===== config.mk =====
export PLATFORM = sky130hd
export DESIGN_NAME = mw_master
export DESIGN_NICKNAME = d
export VERILOG_FILES = /design/src/rtl/mw_pkg.sv /design/src/rtl/mw_baud.sv /design/src/rtl/mw_shreg.sv /design/src/rtl/mw_master.sv
export SDC_FILE = /design/constraint.sdc
export NUM_CORES = 1
export LEC_CHECK = 0
export BUFFER_PORTS_ARGS = -buffer_cell sky130_fd_sc_hd__buf_4
export CAP_MARGIN = 20
export CORE_MARGIN = 3
export CORE_UTILIZATION = 45
export CTS_CLUSTER_SIZE = 16
export DETAILED_ROUTE_END_ITERATION = 10
export PLACE_DENSITY = 0.65
export SLEW_MARGIN = 20
export SYNTH_ARGS = -nofsm -noshare
export SYNTH_HDL_FRONTEND = slang
export SYNTH_HIERARCHICAL = 1
export SYNTH_SLANG_ARGS = --single-unit
export TNS_END_PERCENT = 5

===== constraint.sdc =====
create_clock -name clk -period 7.8 [get_ports clk]
set_clock_uncertainty 0.1 [all_clocks]
set_input_delay 2.34 -clock clk [delete_from_list [all_inputs] [get_ports clk]]
set_output_delay 2.34 -clock clk [all_outputs]
set_load 0.05 [all_outputs]

===== src/rtl/mw_pkg.sv =====
package mw_pkg;
  typedef enum logic [1:0] {
    ST_IDLE = 2'd0,
    ST_CMD  = 2'd1,
    ST_RSP  = 2'd2
  } mw_state_e;
endpackage


===== src/rtl/mw_baud.sv =====
module mw_baud #(
  parameter int DIV_W = 8
) (
  input  logic             clk,
  input  logic             rst_n,
  input  logic             run,
  input  logic [DIV_W-1:0] half,
  output logic             tick
);
  logic [DIV_W-1:0] cnt_q, cnt_d;
  logic             at_end;

  assign at_end = (cnt_q == half - DIV_W'(1));
  assign tick   = run & at_end;

  always_comb begin
    if (!run || at_end) cnt_d = '0;
    else                cnt_d = cnt_q + DIV_W'(1);
  end

  always_ff @(posedge clk or negedge rst_n) begin
    if (!rst_n) cnt_q <= '0;
    else        cnt_q <= cnt_d;
  end

  p_tick_gap_r7: assert property (@(posedge clk) disable iff (!rst_n)
    (tick && half > DIV_W'(1)) |=> !tick);
endmodule


===== src/rtl/mw_shreg.sv =====
module mw_shreg #(
  parameter int W  = 32,
  parameter int LW = 6
) (
  input  logic          clk,
  input  logic          rst_n,
  input  logic          load,
  input  logic [W-1:0]  load_word,
  input  logic [LW-1:0] load_len,
  input  logic          adv_out,
  input  logic          clr,
  input  logic          adv_in,
  input  logic          sin,
  output logic          sout,
  output logic [W-1:0]  word_in
);
  logic [W-1:0]  out_q, out_d, in_q, in_d;
  logic [LW-1:0] sh_amt;

  assign sh_amt  = LW'(W) - load_len;
  assign sout    = out_q[W-1];
  assign word_in = in_q;

  always_comb begin
    out_d = out_q;
    if (load)         out_d = load_word << sh_amt;
    else if (clr)     out_d = '0;
    else if (adv_out) out_d = {out_q[W-2:0], 1'b0};
  end

  always_comb begin
    in_d = in_q;
    if (clr)         in_d = '0;
    else if (adv_in) in_d = {in_q[W-2:0], sin};
  end

  always_ff @(posedge clk or negedge rst_n) begin
    if (!rst_n) begin
      out_q <= '0;
      in_q  <= '0;
    end else begin
      out_q <= out_d;
      in_q  <= in_d;
    end
  end
endmodule


===== src/rtl/mw_master.sv =====
module mw_master
  import mw_pkg::*;
#(
  parameter int W     = 32,
  parameter int DIV_W = 8,
  parameter int LW    = $clog2(W + 1)
) (
  input  logic             clk,
  input  logic             rst_n,
  input  logic [DIV_W-1:0] cfg_half,
  input  logic             cmd_valid,
  output logic             cmd_ready,
  input  logic [W-1:0]     cmd_word,
  input  logic [LW-1:0]    cmd_len,
  input  logic [LW-1:0]    rsp_len,
  output logic             rsp_valid,
  output logic [W-1:0]     rsp_word,
  output logic             mw_cs_n,
  output logic             mw_sclk,
  output logic             mw_dout,
  input  logic             mw_din
);
  logic [1:0]    rst_sync_q;
  logic          rs_n;
  mw_state_e     state_q, state_d;
  logic          sclk_q, sclk_d, cs_n_q, cs_n_d, vld_q, vld_d;
  logic [LW-1:0] bit_q, bit_d, rlen_q, rlen_d;
  logic          tick, rise, fall, last_bit, accept, run;

  always_ff @(posedge clk or negedge rst_n) begin
    if (!rst_n) rst_sync_q <= 2'b00;
    else        rst_sync_q <= {rst_sync_q[0], 1'b1};
  end
  assign rs_n = rst_sync_q[1];

  assign run      = (state_q != ST_IDLE);
  assign rise     = tick & ~sclk_q;
  assign fall     = tick & sclk_q;
  assign last_bit = (bit_q == '0);

  mw_baud #(.DIV_W(DIV_W)) u_baud (
    .clk(clk), .rst_n(rs_n), .run(run), .half(cfg_half), .tick(tick)
  );

  assign cmd_ready = (state_q == ST_IDLE) | ((state_q == ST_RSP) & fall & last_bit);
  assign accept    = cmd_valid & cmd_ready;

  mw_shreg #(.W(W), .LW(LW)) u_shreg (
    .clk(clk), .rst_n(rs_n),
    .load(accept), .load_word(cmd_word), .load_len(cmd_len),
    .adv_out((state_q == ST_CMD) & fall & ~last_bit),
    .clr((state_q == ST_CMD) & fall & last_bit),
    .adv_in((state_q == ST_RSP) & rise),
    .sin(mw_din), .sout(mw_dout), .word_in(rsp_word)
  );

  always_comb begin
    state_d = state_q;
    sclk_d  = sclk_q;
    cs_n_d  = cs_n_q;
    bit_d   = bit_q;
    rlen_d  = rlen_q;
    vld_d   = 1'b0;
    unique case (state_q)
      ST_IDLE: begin
        if (accept) begin
          state_d = ST_CMD;
          cs_n_d  = 1'b0;
          bit_d   = cmd_len - LW'(1);
          rlen_d  = rsp_len;
        end
      end
      ST_CMD: begin
        if (rise) sclk_d = 1'b1;
        if (fall) begin
          sclk_d = 1'b0;
          if (last_bit) begin
            state_d = ST_RSP;
            bit_d   = rlen_q - LW'(1);
          end else begin
            bit_d = bit_q - LW'(1);
          end
        end
      end
      ST_RSP: begin
        if (rise) begin
          sclk_d = 1'b1;
          vld_d  = last_bit;
        end
        if (fall) begin
          sclk_d = 1'b0;
          if (!last_bit) begin
            bit_d = bit_q - LW'(1);
          end else if (accept) begin
            state_d = ST_CMD;
            bit_d   = cmd_len - LW'(1);
            rlen_d  = rsp_len;
          end else begin
            state_d = ST_IDLE;
            cs_n_d  = 1'b1;
          end
        end
      end
      default: state_d = ST_IDLE;
    endcase
  end

  always_ff @(posedge clk or negedge rs_n) begin
    if (!rs_n) begin
      state_q <= ST_IDLE;
      sclk_q  <= 1'b0;
      cs_n_q  <= 1'b1;
      bit_q   <= '0;
      rlen_q  <= '0;
      vld_q   <= 1'b0;
    end else begin
      state_q <= state_d;
      sclk_q  <= sclk_d;
      cs_n_q  <= cs_n_d;
      bit_q   <= bit_d;
      rlen_q  <= rlen_d;
      vld_q   <= vld_d;
    end
  end

  assign mw_sclk   = sclk_q;
  assign mw_cs_n   = cs_n_q;
  assign rsp_valid = vld_q;

  p_cs_low_busy_r2: assert property (@(posedge clk) disable iff (!rs_n)
    (state_q != ST_IDLE) |-> !mw_cs_n);
  p_sclk_idle_r7: assert property (@(posedge clk) disable iff (!rs_n)
    mw_cs_n |-> !mw_sclk);
  p_dout_edge_r4: assert property (@(posedge clk) disable iff (!rs_n)
    !$stable(mw_dout) |-> ($fell(mw_sclk) || $fell(mw_cs_n)));
  p_rsp_quiet_r6: assert property (@(posedge clk) disable iff (!rs_n)
    (state_q == ST_RSP) |-> !mw_dout);
  p_vld_pulse_r8: assert property (@(posedge clk) disable iff (!rs_n)
    rsp_valid |=> !rsp_valid);
  p_vld_edge_r8: assert property (@(posedge clk) disable iff (!rs_n)
    rsp_valid |-> $rose(mw_sclk));
endmodule


== Word level (Yosys, flattened, before mapping) ==
Index checks and enable logic that the tools add are counted.
Operators by class
  add/subtract/negate cells: 6
  equality and inequality tests: 9
  shifts and indexed selects: 1
  multiplexer cells: 32
  bitwise operators: 13
  reduce and logical (&&, ||, !) cells: 16
Operator list (count)
  32-bit 2-to-1 mux: 5
  6-bit 2-to-1 mux: 8
  32-bit by 6-bit left shift with 32-bit output: 1
  6-bit case mux with 3 select lines: 1
  6-bit by 1-bit subtractor with 6-bit output (second input constant): 3
  2-bit != test (second input constant): 6
  6-bit case mux with 2 select lines: 1
  1-bit AND: 10
  2-bit 2-to-1 mux: 5
  5-bit AND reduction: 2
  1-bit 2-to-1 mux: 9
  8-bit by 1-bit adder with 8-bit output (second input constant): 1
  8-bit == test: 1
  8-bit 2-to-1 mux: 1
  2-bit nonzero test: 4
  8-bit by 1-bit subtractor with 8-bit output (second input constant): 1
  6-bit zero test: 1
  2-bit case mux with 3 select lines: 1
  3-bit AND reduction: 2
  3-bit nonzero test: 2
  6-bit subtractor (first input constant): 1
  2-bit by 1-bit == test with 1-bit output (second input constant): 1
  2-bit == test (second input constant): 1
  2-bit zero test: 1
  other kinds (7): 8
Word-level totals
  bits in registers: 91
  input bits: 56
  output and inout port bits: 37
  logic and storage cells: 87

== Logic depth before layout (Yosys ltp) ==
  word-level depth: 12
  depth in mapped cells: 16
  gate-level depth less buffers: 14

== Modules after synthesis ==
The synthesis kept the hierarchy.
By module, submodules not included
  mw_shreg: times used 1, cells each 447, area an instance 4588.2 um2, sequential area each 1601.5 um2
  mw_master: times used 1, cells each 138, area an instance 1255.0 um2, sequential area each 476.7 um2
  mw_baud: times used 1, cells each 77, area an instance 701.9 um2, sequential area each 200.2 um2

== Worst setup path after synthesis ==
OpenSTA, ideal clock, no wires.
  kind: input port to output port
  from: input port cfg_half[0]
  to: output port cmd_ready
  arrival time: 4596 ps
  required time: 5360 ps
  slack: 764 ps
  cell stages on the path: 11
  path buffers: 1
  cell sequence: inv_1 ha_1 clkbuf_2 nand2b_1 nand3_1 o21ai_1 a2111oi_4 and3_1 nand2_1 nor4_4 or2_2
On the way
  word-level cells in the longest chain between the ends: 7
Ends and longest elaborated chain
  start: declaration: RTL line mw_master.sv:10  | input logic [DIV_W-1:0] cfg_half,
  8-bit by 1-bit subtractor with 8-bit output: RTL line mw_baud.sv:13  | assign at_end = (cnt_q == half - DIV_W'(1));
  8-bit == test: RTL line mw_baud.sv:13
  1-bit AND: RTL line mw_baud.sv:14  | assign tick = run & at_end;
  net tick: RTL line mw_master.sv:28  | logic tick, rise, fall, last_bit, accept, run;
  1-bit AND: RTL line mw_master.sv:38  | assign fall = tick & sclk_q;
  1-bit AND (2 in series): RTL line mw_master.sv:45  | assign cmd_ready = (state_q == ST_IDLE) | ((state_q == ST_RSP) & fall & last_bit);
  1-bit OR: RTL line mw_master.sv:45
  end: declaration: RTL line mw_master.sv:12  | output logic cmd_ready,
The timed path passes the listed nets, and every way through them passes these cells.

== Final worst setup path ==
Ends and elaborated chain as after synthesis.

==> metrics <==
TritonCTS clock tree built; FFs w/ async S/R, synth between 90% and 100%; Placer Congestion 0.8613; commonest non-fill, non-tap cell in the layout buf_4; Die ar. approximately 0.016 sq mm; busiest metal layer after global routing met2; Vias 5399; met1 Use GR between 20% and 30%; leakage power about 3.3 nW; Seq cells post-synth just over 90; slowest CP cell nor4_4; clk root buf clkbuf_16; vias per inst roughly 5.9; drt initial violations between 500 and 600; vias in the first global route 5258; Ant. Diodes 0; r2r endpoint u_shreg/out_q[2]$_DFFE_PN0P_; Final Setup Violations 0; critical path arrival around 4.9 ns; DRC 0; hpwl dp between 10000 and 15000 um; layout cells sized above 1 a little over a quarter; startpoint types input pin; Synth cell types 70; Post-Synthesis Cells 662; Final Util between 50% and 60%; Worst Hold Path EP rst_sync_q[1]$_DFF_PN0_; Worst slew margin roughly 33%; H-tree levels 3; Final TNS setup 0 ns; Setup CP Type input pin to output port; actual slew at the worst max-slew pin approximately 1 ns; M3 GR Usage ~3.4%; pwr dens between 200 and 250 mW/mm^2; DRT Wirelength between 15000 and 20000 um; Top FF cell, synth dfrtp_1; Area Growth Syn to Fin 17.11%; fmax 0.1364 GHz; DRT Pass-1 Iters 5; cts repair resizes 0; Row Count between 40 and 50; r2r startpoint u_baud/cnt_q[7]$_DFF_PN0_; CP bufs+invs 3; Top delay family on crit path simple AND/OR/NAND/NOR gates; port buffer count between 90 and 100; Hold Crit Depth 0; grt total ovfl 0; met2 Track Usage GR ~30%; Yosys Warn Count 6; slowest stage delay, CP 0.42 ns; Clock Pin Slew Worst Setup and Hold Paths roughly 0.07 ns; most frequent cells in the layout buf_4, dfrtp_1, nor2_1; # clock sinks between 90 and 100; Max-cap violations 0; min-delay src rst_sync_q[0]$_DFF_PN0_; Hold Path Class flip-flop to flip-flop; unrepaired setup endpoints after global routing no; Seq/Total Area, Yosys 34.81%; Reg2Reg Depth 11; maximum vdd drop 0.1031 mV; Placeable Area between 0.01 and 0.015 sq mm; Clock Latency Late Sink 0.34 ns; first-pass GRT wire length 26240 um; Die Y-Extent between 100 and 150 um; Worst Path Required between 5 and 6 ns; Hold Violations, Final 0; CP Max Fanout 9; Crit. End Element output port; CP cell instances buf_4 -> inv_1 -> ha_1 -> o21bai_1 -> a211oi_1 -> a211oi_2 -> o22ai_4 -> and3_1 -> nand2_1 -> nor4_4 -> or2_2 -> buf_4; number of fill cells ~1200; outcome finished, final reports clean; most used cell, CP buf_4; largest net degree at the start of global routing 90; CP Depth 12; Die Wd approximately 130 um; IO Pins 93; gr usage total between 10% and 20%; Tcrit/Tclk final 94.02%; crit path time final ~7.3 ns; number of buffers created by CTS 9; Post-synth EDFFs 0; Layout Nets 796; Final Max Tran Viols 0; initial antenna violation count 0; Post-CTS Setup Inserts 0; Synth Net Count roughly 730; synthesized area per cell approximately 9.9 sq um; routed len/inst about 17 um; Starting Density a little under half; CTS Buffer Depth 2; Post-Syn Area roughly 0.0065 sq mm; Min Hold Slack about 0.25 ns; DRT antenna net count 0; Hold Buf Count CTS 0; r2r setup slk about 3.4 ns
## sequential cells by signal (all words and copies together), names as in the netlist
register         cells
u_shreg/out_q       32
u_shreg/word_in     32
u_baud/cnt_q         8
bit_q                6
rlen_q               6
rst_sync_q           2
state_q              2
mw_cs_n              1
mw_sclk              1
rsp_valid            1
## cell families (layout without fill, tap and decap cells)
family	count (synthesis)	count (layout)	share of synthesized area [%]
and+or+nand+nor	225	225	16.08
AOI/OAI and AO/OA	125	125	13.04
muxes	112	112	24.41
DFF	91	91	34.81
buffers and inverters	65	138	4.645
xor gates and xnor gates	33	33	5.047
adders and majority gates	10	10	1.912
other	1	1	0.05730
## per-stage QoR
step	worst slack, ns	power, mW	instance area, sq um	std cells
2_1_floorplan	0.7640	1.203	6545	662
3_3_place_gp	0.6079	1.359	7312	897
3_5_place_dp	0.4791	1.378	7312	897
4_1_cts	0.4800	1.828	7615	913
5_1_grt	0.2695	1.942	7665	915
6_report	0.4665	1.820	7665	915
## synth_stat cells, types with 12 or more instances
| cell type | n | area share [%] |
|---|---|---|
| nor3_1 | 12 | 0.92 |
| nand2_1 | 56 | 3.2 |
| a21oi_1 | 24 | 1.8 |
| buf_2 | 14 | 1.1 |
| inv_1 | 21 | 1.2 |
| xor2_1 | 15 | 2.0 |
| mux2_2 | 23 | 4.0 |
| xnor2_1 | 14 | 1.9 |
| mux4_2 | 28 | 9.6 |
| mux2i_1 | 55 | 8.4 |
| dfrtp_1 | 90 | 34 |
| a31oi_1 | 13 | 1.2 |
| o21ai_0 | 34 | 2.6 |
| nand3_1 | 31 | 2.4 |
| clkbuf_1 | 17 | 0.97 |
| nor2_1 | 84 | 4.8 |
## report_power, final
part	leakage, nW	switching (mW)	internal (mW)
clock network	0.148	0.188	0.252
logic	1.97	0.389	0.300
registers	1.18	0.0964	0.594
## how the worst max path moves through the flow
stage / slack (ns) / from / to
after detailed placement: 0.48 / cfg_half[0] / cmd_ready
after floorplan: 0.76 / cfg_half[0] / cmd_ready
after global placement: 0.61 / cfg_half[0] / cmd_ready
final: 0.47 / cfg_half[0] / cmd_ready
after global routing: 0.27 / cfg_half[0] / cmd_ready
after CTS: 0.48 / cfg_half[0] / cmd_ready
## routing by layer
layer  wire [um]  up-vias
li1            -     2561
met1        7395     2620
met2        7131      202
met3         968       16
met4         190        0
met5           0        -
## final cells by class
cell class                      instances  area (sq um)  share of cell area (%)
Clock buffer                           10         229.0                   2.987
Clock inverter                          6         73.82                  0.9631
Inverter                               21         78.83                   1.028
Multi-Input combinational cell        506          3993                   52.09
Sequential cell                        91          2282                   29.77
Tap cell                              180         225.2                   2.938
Timing Repair Buffer                  101         783.3                   10.22
Note: power is estimated with default switching activity, not from simulation.
